### src/rtl/tdac_pkg.sv
package tdac_pkg;

  typedef enum logic {
    REG_LOW  = 1'b0,
    REG_HIGH = 1'b1
  } tdac_reg_e;

  localparam int MAXW = 16;

  // Extra-count select: lowest set bit k of the cycle index picks fine bit (nbits-1-k).
  function automatic logic fine_hit(input logic [MAXW-1:0] cyc,
                                    input logic [MAXW-1:0] fine,
                                    input int nbits);
    logic hit;
    logic found;
    int   idx;
    hit   = 1'b0;
    found = 1'b0;
    for (int k = 0; k < MAXW; k++) begin
      if (k < nbits && !found && cyc[k]) begin
        found = 1'b1;
        idx   = nbits - 1 - k;
        hit   = fine[idx[3:0]];
      end
    end
    return hit;
  endfunction

endpackage

### src/rtl/tdac_hold.sv
module tdac_hold
  import tdac_pkg::*;
#(
  parameter int W = 14
) (
  input  logic         clk,
  input  logic         wr_en,
  input  logic         wr_addr,
  input  logic [7:0]   wr_data,
  output logic [W-1:0] hold_word
);
  localparam int HI_W = W - 8;

  logic [7:0]      lo_q;
  logic [HI_W-1:0] hi_q;

  // Holding bytes carry no reset: their content is undefined until written.
  always_ff @(posedge clk) begin
    if (wr_en) begin
      if (tdac_reg_e'(wr_addr) == REG_HIGH) hi_q <= wr_data[HI_W-1:0];
      else                                  lo_q <= wr_data;
    end
  end

  assign hold_word = {hi_q, lo_q};
endmodule

### src/rtl/tdac_timebase.sv
module tdac_timebase #(
  parameter int DIV = 4,
  parameter int W   = 14
) (
  input  logic         clk,
  input  logic         rst_n,
  output logic         tick,
  output logic [W-1:0] cnt,
  output logic         period_end
);
  logic [W-1:0] cnt_q;

  generate
    if (DIV <= 1) begin : g_nodiv
      assign tick = 1'b1;
    end else begin : g_div
      localparam int PW = $clog2(DIV);
      localparam logic [PW-1:0] LAST = PW'(DIV - 1);
      logic [PW-1:0] pre_q;

      always_ff @(posedge clk or negedge rst_n) begin
        if (!rst_n)             pre_q <= '0;
        else if (pre_q == LAST) pre_q <= '0;
        else                    pre_q <= pre_q + PW'(1);
      end

      assign tick = (pre_q == LAST);


      tick_gap_chk: assert property (@(posedge clk) disable iff (!rst_n)
        tick |=> !tick);
    end
  endgenerate

  always_ff @(posedge clk or negedge rst_n) begin
    if (!rst_n)    cnt_q <= '0;
    else if (tick) cnt_q <= cnt_q + W'(1);
  end

  assign cnt        = cnt_q;
  assign period_end = tick && (cnt_q == '1);
endmodule

### src/rtl/tdac_mod.sv
module tdac_mod
  import tdac_pkg::*;
#(
  parameter int CW = 7,
  parameter int FW = 7,
  localparam int W = CW + FW
) (
  input  logic         clk,
  input  logic         rst_n,
  input  logic         tick,
  input  logic         period_end,
  input  logic [W-1:0] cnt,
  input  logic [W-1:0] hold_word,
  output logic         dac_out
);
  localparam logic [W-1:0] GAP_CNT = W'((1 << CW) - 1);

  logic [W-1:0]  act_q;
  logic          vld_q;
  logic          out_q;
  logic [CW-1:0] coarse;
  logic [FW-1:0] fine;
  logic [FW-1:0] cyc;
  logic [CW-1:0] pos;
  logic          ext;
  logic [CW:0]   limit;
  logic          high_now;

  assign coarse = act_q[W-1:FW];
  assign fine   = act_q[FW-1:0];
  assign cyc    = cnt[W-1:CW];
  assign pos    = cnt[CW-1:0];

  assign ext      = fine_hit(MAXW'(cyc), MAXW'(fine), FW);
  assign limit    = {1'b0, coarse} + (CW+1)'(ext);
  assign high_now = vld_q && ({1'b0, pos} < limit);

  always_ff @(posedge clk or negedge rst_n) begin
    if (!rst_n) begin
      act_q <= '0;
      vld_q <= 1'b0;
      out_q <= 1'b0;
    end else begin
      if (period_end) begin
        act_q <= hold_word;
        vld_q <= 1'b1;
      end
      if (tick) out_q <= high_now;
    end
  end

  assign dac_out = out_q;


  load_at_wrap_chk: assert property (@(posedge clk) disable iff (!rst_n)
    !$stable(act_q) |-> $past(period_end));


  out_on_tick_chk: assert property (@(posedge clk) disable iff (!rst_n)
    !$stable(out_q) |-> $past(tick));


  quiet_before_load_chk: assert property (@(posedge clk) disable iff (!rst_n)
    !vld_q |=> !out_q);


  zero_word_low_chk: assert property (@(posedge clk) disable iff (!rst_n)
    (vld_q && act_q == '0 && tick) |=> !out_q);


  full_word_high_chk: assert property (@(posedge clk) disable iff (!rst_n)
    (vld_q && act_q == '1 && tick && cnt != GAP_CNT) |=> out_q);
endmodule

### src/rtl/tune_dac.sv
module tune_dac #(
  parameter int DIV = 4,
  parameter int CW  = 7,
  parameter int FW  = 7
) (
  input  logic       clk,
  input  logic       rst_n,
  input  logic       wr_valid,
  output logic       wr_ready,
  input  logic       wr_addr,
  input  logic [7:0] wr_data,
  output logic       dac_out
);
  localparam int W = CW + FW;

  logic [W-1:0] hold_word;
  logic [W-1:0] cnt;
  logic         tick;
  logic         period_end;
  logic         wr_en;

  assign wr_ready = 1'b1;
  assign wr_en    = wr_valid && wr_ready;

  tdac_hold #(.W(W)) u_hold (
    .clk       (clk),
    .wr_en     (wr_en),
    .wr_addr   (wr_addr),
    .wr_data   (wr_data),
    .hold_word (hold_word)
  );

  tdac_timebase #(.DIV(DIV), .W(W)) u_tb (
    .clk        (clk),
    .rst_n      (rst_n),
    .tick       (tick),
    .cnt        (cnt),
    .period_end (period_end)
  );

  tdac_mod #(.CW(CW), .FW(FW)) u_mod (
    .clk        (clk),
    .rst_n      (rst_n),
    .tick       (tick),
    .period_end (period_end),
    .cnt        (cnt),
    .hold_word  (hold_word),
    .dac_out    (dac_out)
  );
endmodule

### config.mk
export PLATFORM = sky130hd
export DESIGN_NAME = tune_dac
export DESIGN_NICKNAME = d
export VERILOG_FILES = /design/src/rtl/tdac_pkg.sv /design/src/rtl/tdac_hold.sv /design/src/rtl/tdac_timebase.sv /design/src/rtl/tdac_mod.sv /design/src/rtl/tune_dac.sv
export SDC_FILE = /design/constraint.sdc
export NUM_CORES = 1
export LEC_CHECK = 0
export BUFFER_PORTS_ARGS = -buffer_cell sky130_fd_sc_hd__buf_2
export CAP_MARGIN = 30
export CORE_MARGIN = 10
export CORE_UTILIZATION = 50
export CTS_BUF_LIST = sky130_fd_sc_hd__clkbuf_4 sky130_fd_sc_hd__clkbuf_8
export CTS_CLUSTER_DIAMETER = 200
export DETAILED_ROUTE_END_ITERATION = 10
export GPL_TIMING_DRIVEN = 0
export PLACE_DENSITY_LB_ADDON = 0.3
export SLEW_MARGIN = 20
export SYNTH_ARGS = -nofsm -noshare
export SYNTH_HDL_FRONTEND = slang
export SYNTH_SLANG_ARGS = --single-unit
### constraint.sdc
create_clock -name clk -period 2.8 [get_ports clk]
set_input_delay 0.7 -clock clk [delete_from_list [all_inputs] [get_ports clk]]
set_output_delay 0.7 -clock clk [all_outputs]
set_load 0.005 [all_outputs]
== Yosys cells after proc, flatten, opt, wreduce, memory -nomap -nowiden ==
Index checks and enable logic that the tools add are counted.

* Output and inout bits: 2
* Logic and storage cells: 44
* Register bits after elaboration: 46
* Bits of input ports: 12

* Bitwise logic cells: 1
* Muxes and demuxes: 14
* Reductions and logical operators: 16
* Order comparisons: 1
* Equal/unequal tests: 2
* $add $sub $neg: 3

{| class="wikitable"
|+ Operators with widths
! cell !! count
|-
| $add 14x1->14 const B || 1
|-
| $eq 14x14->1 const B || 1
|-
| $mux 1 || 13
|-
| $add 7x1->8 || 1
|-
| $logic_and 1x1->1 || 8
|-
| $lt 7x8->1 || 1
|-
| $logic_not 1->1 || 6
|-
| $reduce_and 2->1 || 2
|-
| $add 2x1->2 const B || 1
|-
| $eq 2x2->1 const B || 1
|-
| $mux 2 || 1
|-
| $not 1->1 || 1
|}

== Depth between registers and ports, before layout ==
Gate-level depths: netlist (run 1).

* Depth in word-level cells: 22
* Depth in mapped cells: 13

== Hierarchy ==
From an unflattened synthesis (run 1), not the netlist that was laid out.

* Cells, all modules: 153
* Area, all modules: 2,039.5 µm²

{| class="wikitable"
|+ Modules (own cells, without submodules)
! module !! cells an instance !! instances !! area each (µm²)
|-
| tdac_mod || 78 || 1 || 888.4
|-
| tdac_timebase || 57 || 1 || 703.2
|-
| tdac_hold || 16 || 1 || 436.7
|-
| tune_dac || 2 || 1 || 11.3
|}

== Worst setup path after synthesis (run 1) ==
OpenSTA, ideal clock, no wires.

* Path kind: reg-to-reg
* From: register u_tb.cnt_q[12], in the netlist u_tb.cnt[12]
* To: register u_mod.out_q, in the netlist u_mod.dac_out
* Path buffers: 0
* Slack: 0.079 ns
* Setup time: 0.082 ns
* Cell stages (with the launch flop): 14
* Clock period less this slack: 2.721 ns
* Data arrival time: 2.639 ns
* Cell sequence: dfrtp_1 nand3b_1 a221oi_1 a2111oi_0 o41ai_1 ha_1 nand4_1 nor2_1 xnor2_1 ha_1 a21oi_1 and3_1 o21ai_0 a31oi_1

* Cells in the longest elaborated chain, start to end: 8
* Elaborated cells on any way between the ends: 9
* Those cells by class: 1 x add/sub; 1 x order compare; 3 x mux; 4 x reduce/logical

{| class="wikitable"
|+ Ends and longest elaborated chain
! element !! RTL line !! source
|-
| from (decl) || tdac_timebase.sv:11 || <nowiki>logic [W-1:0] cnt_q;</nowiki>
|-
| from (signal assigned) || tdac_timebase.sv:37 || <nowiki>else if (tick) cnt_q <= cnt_q + W'(1);</nowiki>
|-
| $logic_and 1x1->1 * || tdac_pkg.sv:20 || <nowiki>if (k < nbits && !found && cyc[k]) begin</nowiki>
|-
| $mux 1 || tdac_pkg.sv:20 ||
|-
| $logic_not 1->1 || tdac_pkg.sv:20 ||
|-
| $logic_and 1x1->1 || tdac_pkg.sv:20 ||
|-
| $mux 1 * || tdac_pkg.sv:20 ||
|-
| $add 7x1->8 * || tdac_mod.sv:35 || <nowiki>assign limit = {1'b0, coarse} + (CW+1)'(ext);</nowiki>
|-
| $lt 7x8->1 * || tdac_mod.sv:36 || <nowiki>assign high_now = vld_q && ({1'b0, pos} < limit);</nowiki>
|-
| $logic_and 1x1->1 * || tdac_mod.sv:36 ||
|-
| to (signal assigned) || tdac_mod.sv:48 || <nowiki>if (tick) out_q <= high_now;</nowiki>
|-
| to (decl) || tdac_mod.sv:20 || <nowiki>logic out_q;</nowiki>
|}

Mark *: on every way between the ends. The rest lies on a longest branch, timed or not.
A chain may end at the register's enable or synchronous reset.

== Worst setup path in the final report (run 1) ==
Same ends and word-level chain as after synthesis.

==> out/results.tsv, run 1 <==
stage	metric	value	unit
status	status	finished, violations left	
status	failing checks	negative setup slack	
global_routing	largest net degree at the start of global routing	33	
critical_path	WP buf/inv	1	
timing	Rel. slew slack	0.546	
route	WL/cell	15.1	um
job	maxcap violations	0	
floorplanning	I/O pin cnt	14	
floorplanning	DIE AREA	7190	um^2
timing	hold_ws	0.423	ns
critical_path	Crit Path Max Fanout	4	
critical_path	R2R cell count	14	
critical_path	crit path kind	flop to flop	
logic_synthesis	Synth Instances	150	
final_layout	Post-Layout Cell Count	225	
timing	final period utilization	1.02	
critical_path	Cell Chain, Critical Path	nand3b_1, a221oi_2, a2111oi_2, o41ai_2, buf_4, ha_4, nand4_1, nor2_2, xnor2_2, ha_4, a21oi_1, and3_1, o21ai_2, a31oi_1	
critical_path	reg2reg end	u_mod.dac_out	
floorplanning	Die Y	84.8	um
final_layout	Fillers	319	
global_routing	first-pass GRT wire length	5.94	mm
placed_design	HPWL after DPL	2.40	mm
clock_tree	TritonCTS clock tree	yes	
clock_tree	clk buf depth	2	
critical_path	slowest stage delay, CP	0.39	ns
route	drt initial violations	114	
critical_path	crit path launch type	flop	
timing	final hold vios	0	
pwr	Power, Total	1.24	mW
logic_synthesis	Post-Syn Area per Cell	14.0	um^2
critical_path	CP max stage cell	dfrtp_1	
final_layout	nets	196	
timing	RSZ-0062 raised after global routing	true	
critical_path	Top cell by count, worst path	ha_4	
logic_synthesis	syn nets	172	
pwr	maximum vdd drop	491	uV
final_layout	share of cells above drive strength 1	0.326	
global_routing	initial antenna violation count	0	
clock_tree	htree depth	2	
logic_synthesis	#FFs+latches synth	46	
clock_tree	total clock sinks	46	
global_routing	vias in the first global route	1259	
timing	Final Setup Violations	1	
logic_synthesis	Yosys Warn Count	0	
timing	Least-Margin Pin Slew	0.681	ns
critical_path	WP data required	3.02	ns
global_routing	GRT Util Overall	0.102	
critical_path	reg-to-reg startpoint	u_tb.cnt[12]	
timing	Tmin final	2.87	ns
critical_path	crit path DAT	3.09	ns
timing	Achievable Freq	0.349	GHz
placed_design	I/O Buffers	12	
critical_path	worst reg2reg setup slack	-0.07	ns
route	remaining antenna violation count after routing	0	
pwr	Power per Cell Area	508	nW/um^2
route	number of remaining DRC errors	0	
hold_path	Hold Path Class	input pin to asynchronous set/reset pin	
final_layout	n_diodes	0	
critical_path	delay-heaviest family, CP	compound AO/OA/AOI/OAI gates	
logic_synthesis	Synth Cell Area	2100	um^2
logic_synthesis	Post-synth EDFFs	14	
placed_design	GPL Wtd Cong	0.794	
route	vias per std cell	5.42	
timing	pins over their slew limit	0	
logic_synthesis	asr flop ratio synth	0.696	
final_layout	utilization after layout	0.605	
floorplanning	site row count	23	
clock_tree	Num CTS Buffers	5	
route	1st-pass router iterations	4	
route	wirelength, routed	3.40	mm
global_routing	Congestion Overflow GR	0	
placed_design	worst slack, placed	-0.416	ns
final_layout	Syn-to-layout area delta	16.1	%
route	via count	1219	
critical_path	endpoint class of the critical path	flop	
clock_tree	CTS root buf	clkbuf_8	
logic_synthesis	Seq/Total Area, Yosys	0.582	
placed_design	Inst Count DP	212	
clock_tree	clk slew on worst S/H paths	0.09	ns
floorplanning	Initial Util	0.521	
timing	worst setup margin	-0.0657	ns
floorplanning	Die X	84.8	um
floorplanning	core area	4030	um^2
logic_synthesis	Yosys cell types	38	
clock_tree	Worst-Skew Late Latency	0.31	ns
logic_synthesis	dominant register cell in the synthesized netlist	dfrtp_1	
clock_tree	CTS Hold Bufs	0	
timing	Clock Skews	0.00679	ns
pwr	Leak	1.12	nW
[per-layer routing]
layer	up-vias	track usage	part of all wire
met3	7	0.0338	0.048
li1	588	-	-
met2	30	0.170	0.50
met4	0	0.0554	0.019
met5	-	0	0
met1	594	0.112	0.43
[how the worst max path moves through the flow]
stage | depth (start not counted) | slack, ns | endpoint | startpoint
2_1_floorplan | 13 | 0.08 | u_mod.dac_out | u_tb.cnt[12]
3_3_place_gp | 13 | -0.37 | u_mod.dac_out | u_tb.cnt[12]
3_5_place_dp | 13 | -0.42 | u_mod.dac_out | u_tb.cnt[12]
4_1_cts | 14 | -0.09 | u_mod.dac_out | u_tb.cnt[12]
5_1_grt | 15 | -0.21 | u_mod.dac_out | u_tb.cnt[12]
6_report | 14 | -0.07 | u_mod.dac_out | u_tb.cnt[12]
[through the flow]
step                      cell area [um^2]  TNS [ns]
after floorplan                       2100         0
after global placement                2220    -0.365
after detailed placement              2220    -0.416
after CTS                             2400   -0.0859
after global routing                  2440    -0.211
final                                 2440   -0.0657
[flip-flops by register name (all words and copies together), names as in the netlist]
register and count:
u_hold.hi_q 6, u_mod.dac_out 1, u_tb.g_div.pre_q 2, u_mod.act_q 14
u_mod.vld_q 1, u_tb.cnt 14, u_hold.lo_q 8
[layout make-up]
type | count | area, um^2 | share of cell area
clock buffer | 5 | 68.8 | 0.0282
clock inverter | 3 | 48.8 | 0.0200
timing repair buffer | 17 | 97.6 | 0.0401
sequential | 46 | 1220 | 0.502
buffer | 4 | 47.5 | 0.0195
tap | 50 | 62.6 | 0.0257
inverter | 3 | 11.3 | 0.00462
multi-input combinational | 97 | 877 | 0.360
[Yosys cell counts (all sizes together), types with 3 or more instances]
master,number,area (um^2)
ha,10,125
buf,3,33.8
edfxtp,14,420
nand2,8,37.5
xor2,9,78.8
inv,3,11.3
xnor2,10,87.6
nor2,6,22.5
nand4,8,56.3
mux2,15,203
dfrtp,32,801
nand3,7,35.0
[logic make-up (layout without fill, tap and decap cells)]
kind of cell             Yosys count  in the layout  share of synthesized area
AO/OA/AOI/OAI                      9              9                     0.0292
XOR/XNOR                          19             19                     0.0793
adder cells (fa/ha/maj)           10             10                     0.0596
buffers and inverters              7             32                     0.0280
flip-flops                        46             46                      0.582
multiplexers                      16             16                      0.101
other                              1              1                    0.00179
AND/OR/NAND/NOR                   42             42                      0.119
[report_power, final]
part           switching (mW)  total, mW  internal (mW)
clock network           0.231      0.503          0.272
registers             0.00382      0.712          0.708
logic                  0.0155     0.0229        0.00741
[placed cells by master, fill, tap and decap left out, drive strengths merged]
master    netlist  layout
nor3b           1       1
o41ai           1       1
nand2b          1       1
clkinvlp        0       1
or2             2       2
nand4           8       8
a21o            1       1
inv             3       4
nor2            6       6
clkbuf          1       6
mux2i           1       1
and2            1       1
o21ai           1       1
nor3            1       1
nor2b           2       2
xor2            9       9
a221oi          1       1
nand3           7       7
buf             3      20
bufinv          0       1
mux2           15      15
a31oi           2       2
a2111oi         1       1
conb            1       1
ha             10      10
xnor2          10      10
dfrtp          32      32
nand3b          1       1
edfxtp         14      14
a21oi           2       2
and3            2       2
nor4            2       2
nand2           8       8
[timing repair]
action                     CTS  global route
resized for setup            7             5
setup endpoints to repair    1             1
pin swaps                    7             6
buffers inserted             5             0
Power figures use the tool's default switching activity.
==> inputs of run 2 (changes only) <==
--- a/config.mk
+++ b/config.mk
@@ -14,6 +14,7 @@
 export DETAILED_ROUTE_END_ITERATION = 10
 export GPL_TIMING_DRIVEN = 0
 export PLACE_DENSITY_LB_ADDON = 0.3
+export RECOVER_POWER = 50
 export SLEW_MARGIN = 20
 export SYNTH_ARGS = -nofsm -noshare
 export SYNTH_HDL_FRONTEND = slang
==> run 2 against run 1 <==
Net effect:
- the run ends with max-capacitance violations, max-slew violations, negative setup slack left
- wire length about the same
- setup slack worse by 0.0031 ns
- count of clock-buffer cells in the layout unchanged
- clock power about the same
- non-clock buffer count unchanged
- largest power group unchanged
==> out/results.tsv, run 2 (synthesized netlist as in run 1, its figures left out) <==
stage	metric	value	unit	change
status	status	finished, violations left		
status	failing checks	max-capacitance violations, max-slew violations, negative setup slack		
pwr	maximum vdd drop	492	uV	+0.13%
timing	Least-Margin Pin Slew	1.63	ns	+0.952 ns
global_routing	initial antenna violation count	0		unchanged
timing	pins over their slew limit	33		+33
route	WL/cell	15.1	um	about the same
route	drt initial violations	98		-14%
floorplanning	I/O pin cnt	14		unchanged
final_layout	commonest cells after routing, fill and taps aside	dfrtp_1, edfxtp_1, xor2_1, xnor2_1, mux2_4		
timing	Rel. slew slack	-0.0887		-0.635
final_layout	Post-Layout Cell Count	225		unchanged
placed_design	worst slack, placed	-0.416	ns	unchanged
floorplanning	Initial Util	0.521		unchanged
timing	worst setup margin	-0.0688	ns	-0.00314 ns
global_routing	vias in the first global route	1259		unchanged
final_layout	n_diodes	0		unchanged
route	Detail Route met2 WL	1.72	mm	+0.29%
final_layout	commonest non-fill, non-tap cell in the layout	dfrtp_1		
pwr	Power, Total	1.24	mW	about the same
global_routing	GRT Util Overall	0.102		unchanged
hold_path	Hold Path Class	flop to flop		
clock_tree	clk slew on worst S/H paths	0.09	ns	about the same
floorplanning	core area	4030	um^2	unchanged
clock_tree	htree depth	2		unchanged
timing	RSZ-0062 raised after global routing	true		
global_routing	first-pass GRT wire length	5.94	mm	unchanged
route	vias per std cell	5.45		+0.57%
timing	Tmin final	2.87	ns	+0.00314 ns
pwr	Power per Cell Area	509	nW/um^2	+0.22%
critical_path	endpoint class of the critical path	flop		
critical_path	crit path launch type	flop		
final_layout	nets	196		unchanged
floorplanning	Die X	84.8	um	unchanged
route	1st-pass router iterations	4		unchanged
timing	hold_ws	0.437	ns	+0.0136 ns
global_routing	Congestion Overflow GR	0		unchanged
final_layout	Syn-to-layout area delta	15.8	%	
placed_design	GPL Wtd Cong	0.794		unchanged
route	DR WL met3	169	um	+4.3%
clock_tree	TritonCTS clock tree	yes		
floorplanning	Die Y	84.8	um	unchanged
critical_path	WP data required	3.02	ns	about the same
clock_tree	Num CTS Buffers	5		unchanged
timing	final period utilization	1.02		+0.00112
route	remaining antenna violation count after routing	0		unchanged
route	wirelength, routed	3.40	mm	about the same
clock_tree	Worst-Skew Late Latency	0.31	ns	about the same
placed_design	Inst Count DP	212		unchanged
job	maxcap violations	1		+1
timing	Achievable Freq	0.349	GHz	-0.11%
placed_design	DP Area	2220	um^2	unchanged
clock_tree	total clock sinks	46		unchanged
route	via count	1226		+0.57%
clock_tree	clk buf depth	2		unchanged
placed_design	HPWL after DPL	2.40	mm	unchanged
final_layout	share of cells above drive strength 1	0.297		-0.0286
clock_tree	CTS root buf	clkbuf_8		
critical_path	Crit Path Max Fanout	4		unchanged
final_layout	design area	2430	um^2	-0.26%
floorplanning	DIE AREA	7190	um^2	unchanged
route	top layer reached by signal wires	met4		
critical_path	crit path kind	flop to flop		
timing	Clock Skews	0.00711	ns	+0.000321 ns
floorplanning	site row count	23		unchanged
global_routing	largest net degree at the start of global routing	33		unchanged
timing	Final Setup Violations	1		unchanged
route	Routed met1 length	1.44	mm	-0.96%
critical_path	crit path DAT	3.09	ns	about the same
timing	final hold vios	0		unchanged
route	number of remaining DRC errors	0		unchanged
pwr	Leak	1.11	nW	-1.2%
placed_design	I/O Buffers	12		unchanged
==> run 2: cell types whose count changed in the layout (fill, tap and decap cells not counted) <==
cell and change:
buf_2 -5, clkbuf_1 +5
==> run 2: metrics by stage <==
stage | util | setup TNS (ns)
2_1_floorplan | - | 0
3_3_place_gp | 0.551 | -0.365
3_5_place_dp | 0.551 | -0.416
4_1_cts | 0.597 | -0.0859
5_1_grt | 0.603 | -0.211
6_report | 0.603 | -0.0688
==> run 2: repair_timing <==
item / CTS / global route
hold buffers: 0 / 0
pin swaps: 7 / 6
resized for setup: 7 / 5
buffers inserted: 5 / 0
setup endpoints to repair: 1 / 1
==> run 2: layer usage <==
layer  global-route usage  vias up
li1                     -      589
met1                0.112      603
met2                0.170       27
met3               0.0338        7
met4               0.0554        0
met5                    0        -
==> run 2: power by group <==
group          leakage [nW]  internal [mW]  total, mW  switching [mW]
Clock                0.0563          0.272      0.503           0.232
Combinational         0.486        0.00642     0.0219          0.0155
Sequential            0.563          0.708      0.712         0.00383
==> run 2: worst paths after layout <==
check,start,end,slack (ns),cells after the start
setup / recovery,u_tb.cnt[12],u_mod.dac_out,-0.07,14
hold / removal,u_tb.g_div.pre_q[0],u_tb.g_div.pre_q[0],0.44,1
setup reg to reg,u_tb.cnt[12],u_mod.dac_out,-0.07,14
hold reg to reg,u_tb.g_div.pre_q[0],u_tb.g_div.pre_q[0],0.44,1
max in group asynchronous,rst_n,u_tb.cnt[11],0.94,1
min in group asynchronous,rst_n,u_tb.cnt[2],0.79,1
==> run 2: worst max-delay path, stage by stage (launching register included) <==
cell and delay (ns):
dfrtp_1 0.39, nand3b_1 0.16, a221oi_2 0.27, a2111oi_2 0.08, o41ai_2 0.29, buf_4 0.18
ha_4 0.14, nand4_1 0.12, nor2_2 0.21, xnor2_2 0.17, ha_4 0.25, a21oi_1 0.11
and3_1 0.17, o21ai_2 0.06, a31oi_1 0.17
==> run 2: cell type report <==
type                            count  area [um^2]
Clock inverter                      3         48.8
Multi-Input combinational cell     97          877
Tap cell                           50         62.6
Inverter                            3         11.3
Buffer                              4         47.5
Fill cell                         322         1600
Timing Repair Buffer               17         91.3
Clock buffer                        5         68.8
Sequential cell                    46         1220
==> inputs of run 3 (changes only) <==
--- a/config.mk
+++ b/config.mk
@@ -10,11 +10,12 @@
 export CORE_MARGIN = 10
 export CORE_UTILIZATION = 50
 export CTS_BUF_LIST = sky130_fd_sc_hd__clkbuf_4 sky130_fd_sc_hd__clkbuf_8
-export CTS_CLUSTER_DIAMETER = 200
+export CTS_CLUSTER_DIAMETER = 50
 export DETAILED_ROUTE_END_ITERATION = 10
 export GPL_TIMING_DRIVEN = 0
 export PLACE_DENSITY_LB_ADDON = 0.3
 export RECOVER_POWER = 50
+export SETUP_SLACK_MARGIN = 0.5
 export SLEW_MARGIN = 20
 export SYNTH_ARGS = -nofsm -noshare
 export SYNTH_HDL_FRONTEND = slang
==> run 3 against run 2 <==
Net effect:
- the flow finishes with violations (max-capacitance violations, max-slew violations)
- setup slack improved by 0.075 ns
- final area shrank 1.8%
- first-iteration DRC count fell by 8.2%
- fmax up 2.7%
- sequential share of layout area up 0.90 points
- power down 8.6%
- global-route usage shrank 0.54 points
- core utilization down 1.1 points
- combinational power rose by 3%
- largest cell class unchanged
- largest power group unchanged
==> out/results.tsv, run 3 (synthesized netlist as in run 1, its figures left out) <==
stage	metric	value	unit	change
placed_design	GPL Wtd Cong	0.794		unchanged
timing	Final Setup Violations	0		-1
global_routing	Most Crowded Layer GR	met2		
global_routing	Congestion Overflow GR	0		unchanged
route	via count	1227		+0.082%
pwr	Leak	1.11	nW	about the same
placed_design	worst slack, placed	-0.392	ns	+0.0237 ns
job	maxcap violations	1		unchanged
timing	RSZ-0062 raised after global routing	true		
timing	Tmin final	2.79	ns	-0.0749 ns
critical_path	delay-heaviest family, CP	compound AO/OA/AOI/OAI gates		
floorplanning	Die X	84.8	um	unchanged
hold_path	hold path start	u_tb.g_div.pre_q[0]		
timing	setup_tns	0	ns	+0.0688 ns
clock_tree	clk buf depth	2		unchanged
status	failing checks	max-capacitance violations, max-slew violations		
timing	Clock Skews	0.00498	ns	-0.00212 ns
global_routing	vias in the first global route	1198		-4.8%
final_layout	nets	198		+1.0%
critical_path	crit path DAT	3.01	ns	-0.08 ns
global_routing	met2 Use GR	0.156		-0.0137
floorplanning	DIE AREA	7190	um^2	unchanged
global_routing	met3 usage	0.0377		+0.00386
pwr	maximum vdd drop	468	uV	-4.8%
clock_tree	htree depth	2		unchanged
timing	Achievable Freq	0.358	GHz	+2.7%
final_layout	n_diodes	0		unchanged
critical_path	Crit Path Max Fanout	4		unchanged
critical_path	reg-to-reg startpoint	u_tb.cnt[12]		
critical_path	reg2reg end	u_mod.dac_out		
critical_path	worst reg2reg setup slack	0.006	ns	+0.07 ns
critical_path	crit path launch type	flop		
final_layout	share of cells above drive strength 1	0.299		+0.00229
final_layout	commonest non-fill, non-tap cell in the layout	dfrtp_1		
pwr	Power per Cell Area	473	nW/um^2	-7.0%
global_routing	first-pass GRT wire length	5.60	mm	-5.7%
hold_path	worst hold path endpoint	u_tb.g_div.pre_q[0]		
critical_path	WP data required	3.02	ns	about the same
timing	Least-Margin Pin Slew	1.66	ns	+0.0241 ns
floorplanning	Die Y	84.8	um	unchanged
route	1st-pass router iterations	4		unchanged
global_routing	GRT Util Overall	0.0966		-0.00536
route	number of remaining DRC errors	0		unchanged
timing	pins over their slew limit	33		unchanged
timing	Rel. slew slack	-0.105		-0.0161
critical_path	R2R cell count	14		unchanged
final_layout	commonest cells after routing, fill and taps aside	dfrtp_1, edfxtp_1, xnor2_1		
clock_tree	TritonCTS clock tree	yes		
floorplanning	core area	4030	um^2	unchanged
timing	final hold vios	0		unchanged
clock_tree	CTS Hold Bufs	0		unchanged
critical_path	CP max stage cell	dfrtp_1		
global_routing	largest net degree at the start of global routing	33		unchanged
final_layout	Fillers	330		+2.5%
critical_path	slowest stage delay, CP	0.39	ns	about the same
critical_path	Cell Chain, Critical Path	nand3b_1, a221oi_2, a2111oi_2, o41ai_2, buf_4, ha_4, nand4_1, nor2_2, xnor2_1, ha_1, a21oi_1, and3_1, o21ai_2, a31oi_1		
final_layout	Syn-to-layout area delta	13.8	%	
route	vias per std cell	5.41		-0.80%
floorplanning	Initial Util	0.521		unchanged
pwr	Power, Total	1.13	mW	-8.6%
final_layout	utilization after layout	0.593		-0.0106
clock_tree	Num CTS Buffers	5		unchanged
status	status	finished, violations left		
critical_path	WP buf/inv	1		unchanged
global_routing	met1 Use GR	0.111		-0.000636
clock_tree	clk slew on worst S/H paths	0.09	ns	about the same
clock_tree	total clock sinks	46		unchanged
placed_design	HPWL after DPL	2.44	mm	+1.9%
clock_tree	Worst-Skew Late Latency	0.30	ns	about the same
hold_path	hold path depth	1		unchanged
placed_design	I/O Buffers	12		unchanged
timing	hold_ws	0.429	ns	-0.00802 ns
route	wirelength, routed	3.29	mm	-3.3%
floorplanning	I/O pin cnt	14		unchanged
global_routing	initial antenna violation count	0		unchanged
clock_tree	CTS root buf	clkbuf_8		
hold_path	Hold Path Class	flop to flop		
critical_path	endpoint class of the critical path	flop		
timing	final period utilization	0.998		-0.0268
route	drt initial violations	90		-8.2%
floorplanning	site row count	23		unchanged
timing	worst setup margin	0.00608	ns	+0.0749 ns
route	remaining antenna violation count after routing	0		unchanged
critical_path	crit path kind	flop to flop		
route	WL/cell	14.5	um	-4.2%
-- run 3: where the power goes --
| group | switching (mW) | internal (mW) | total, mW |
|---|---|---|---|
| Combinational | 0.0157 | 0.00679 | 0.0225 |
| Clock | 0.221 | 0.176 | 0.396 |
| Sequential | 0.00383 | 0.708 | 0.712 |
| Total | 0.240 | 0.890 | 1.13 |
-- run 3: how the worst max path moves through the flow --
stage               slack, ns          from             to  cells past startpoint
floorplan                0.08  u_tb.cnt[12]  u_mod.dac_out                     13
global placement        -0.37  u_tb.cnt[12]  u_mod.dac_out                     13
detailed placement      -0.39  u_tb.cnt[12]  u_mod.dac_out                     13
CTS                     -0.06  u_tb.cnt[12]  u_mod.dac_out                     14
global route            -0.18  u_tb.cnt[12]  u_mod.dac_out                     15
finish                  0.006  u_tb.cnt[12]  u_mod.dac_out                     14
-- run 3: routing by layer --
metal / wire (um) / vias to the layer above
met5: 0 / -
met4: 53 / 0
met3: 125 / 7
met2: 1610 / 26
met1: 1500 / 603
li1: - / 591
-- run 3: what timing repair did --
| action | in CTS | in global routing |
|---|---|---|
| gates resized for setup | 7 | 3 |
| buffers inserted | 6 | 1 |
| pin swaps | 9 | 5 |
| endpoints found under the setup margin | 1 | 10 |
-- run 3: final cells by class --
class	instances	area, um^2	area share
buffer	4	37.5	0.0157
sequential	46	1220	0.512
clock inverter	3	18.8	0.00786
timing repair buffer	19	109	0.0456
clock buffer	5	68.8	0.0288
multi-input combinational	97	857	0.359
inverter	3	11.3	0.00472
tap	50	62.6	0.0262
-- run 3: metrics by stage --
stage	instances	cell area [um^2]
6_report	227	2390
5_1_grt	227	2390
4_1_cts	226	2380
3_5_place_dp	212	2220
3_3_place_gp	212	2220
2_1_floorplan	150	2100
-- run 3: worst register-to-register path, delay by kind of cell, from the launching register on --
family / cells / cell delay (ns)
compound gates: 6 / 0.96
xor+xnor: 1 / 0.14
fa+ha+maj: 2 / 0.42
buf+inv: 1 / 0.18
flops: 1 / 0.39
simple gates: 4 / 0.62
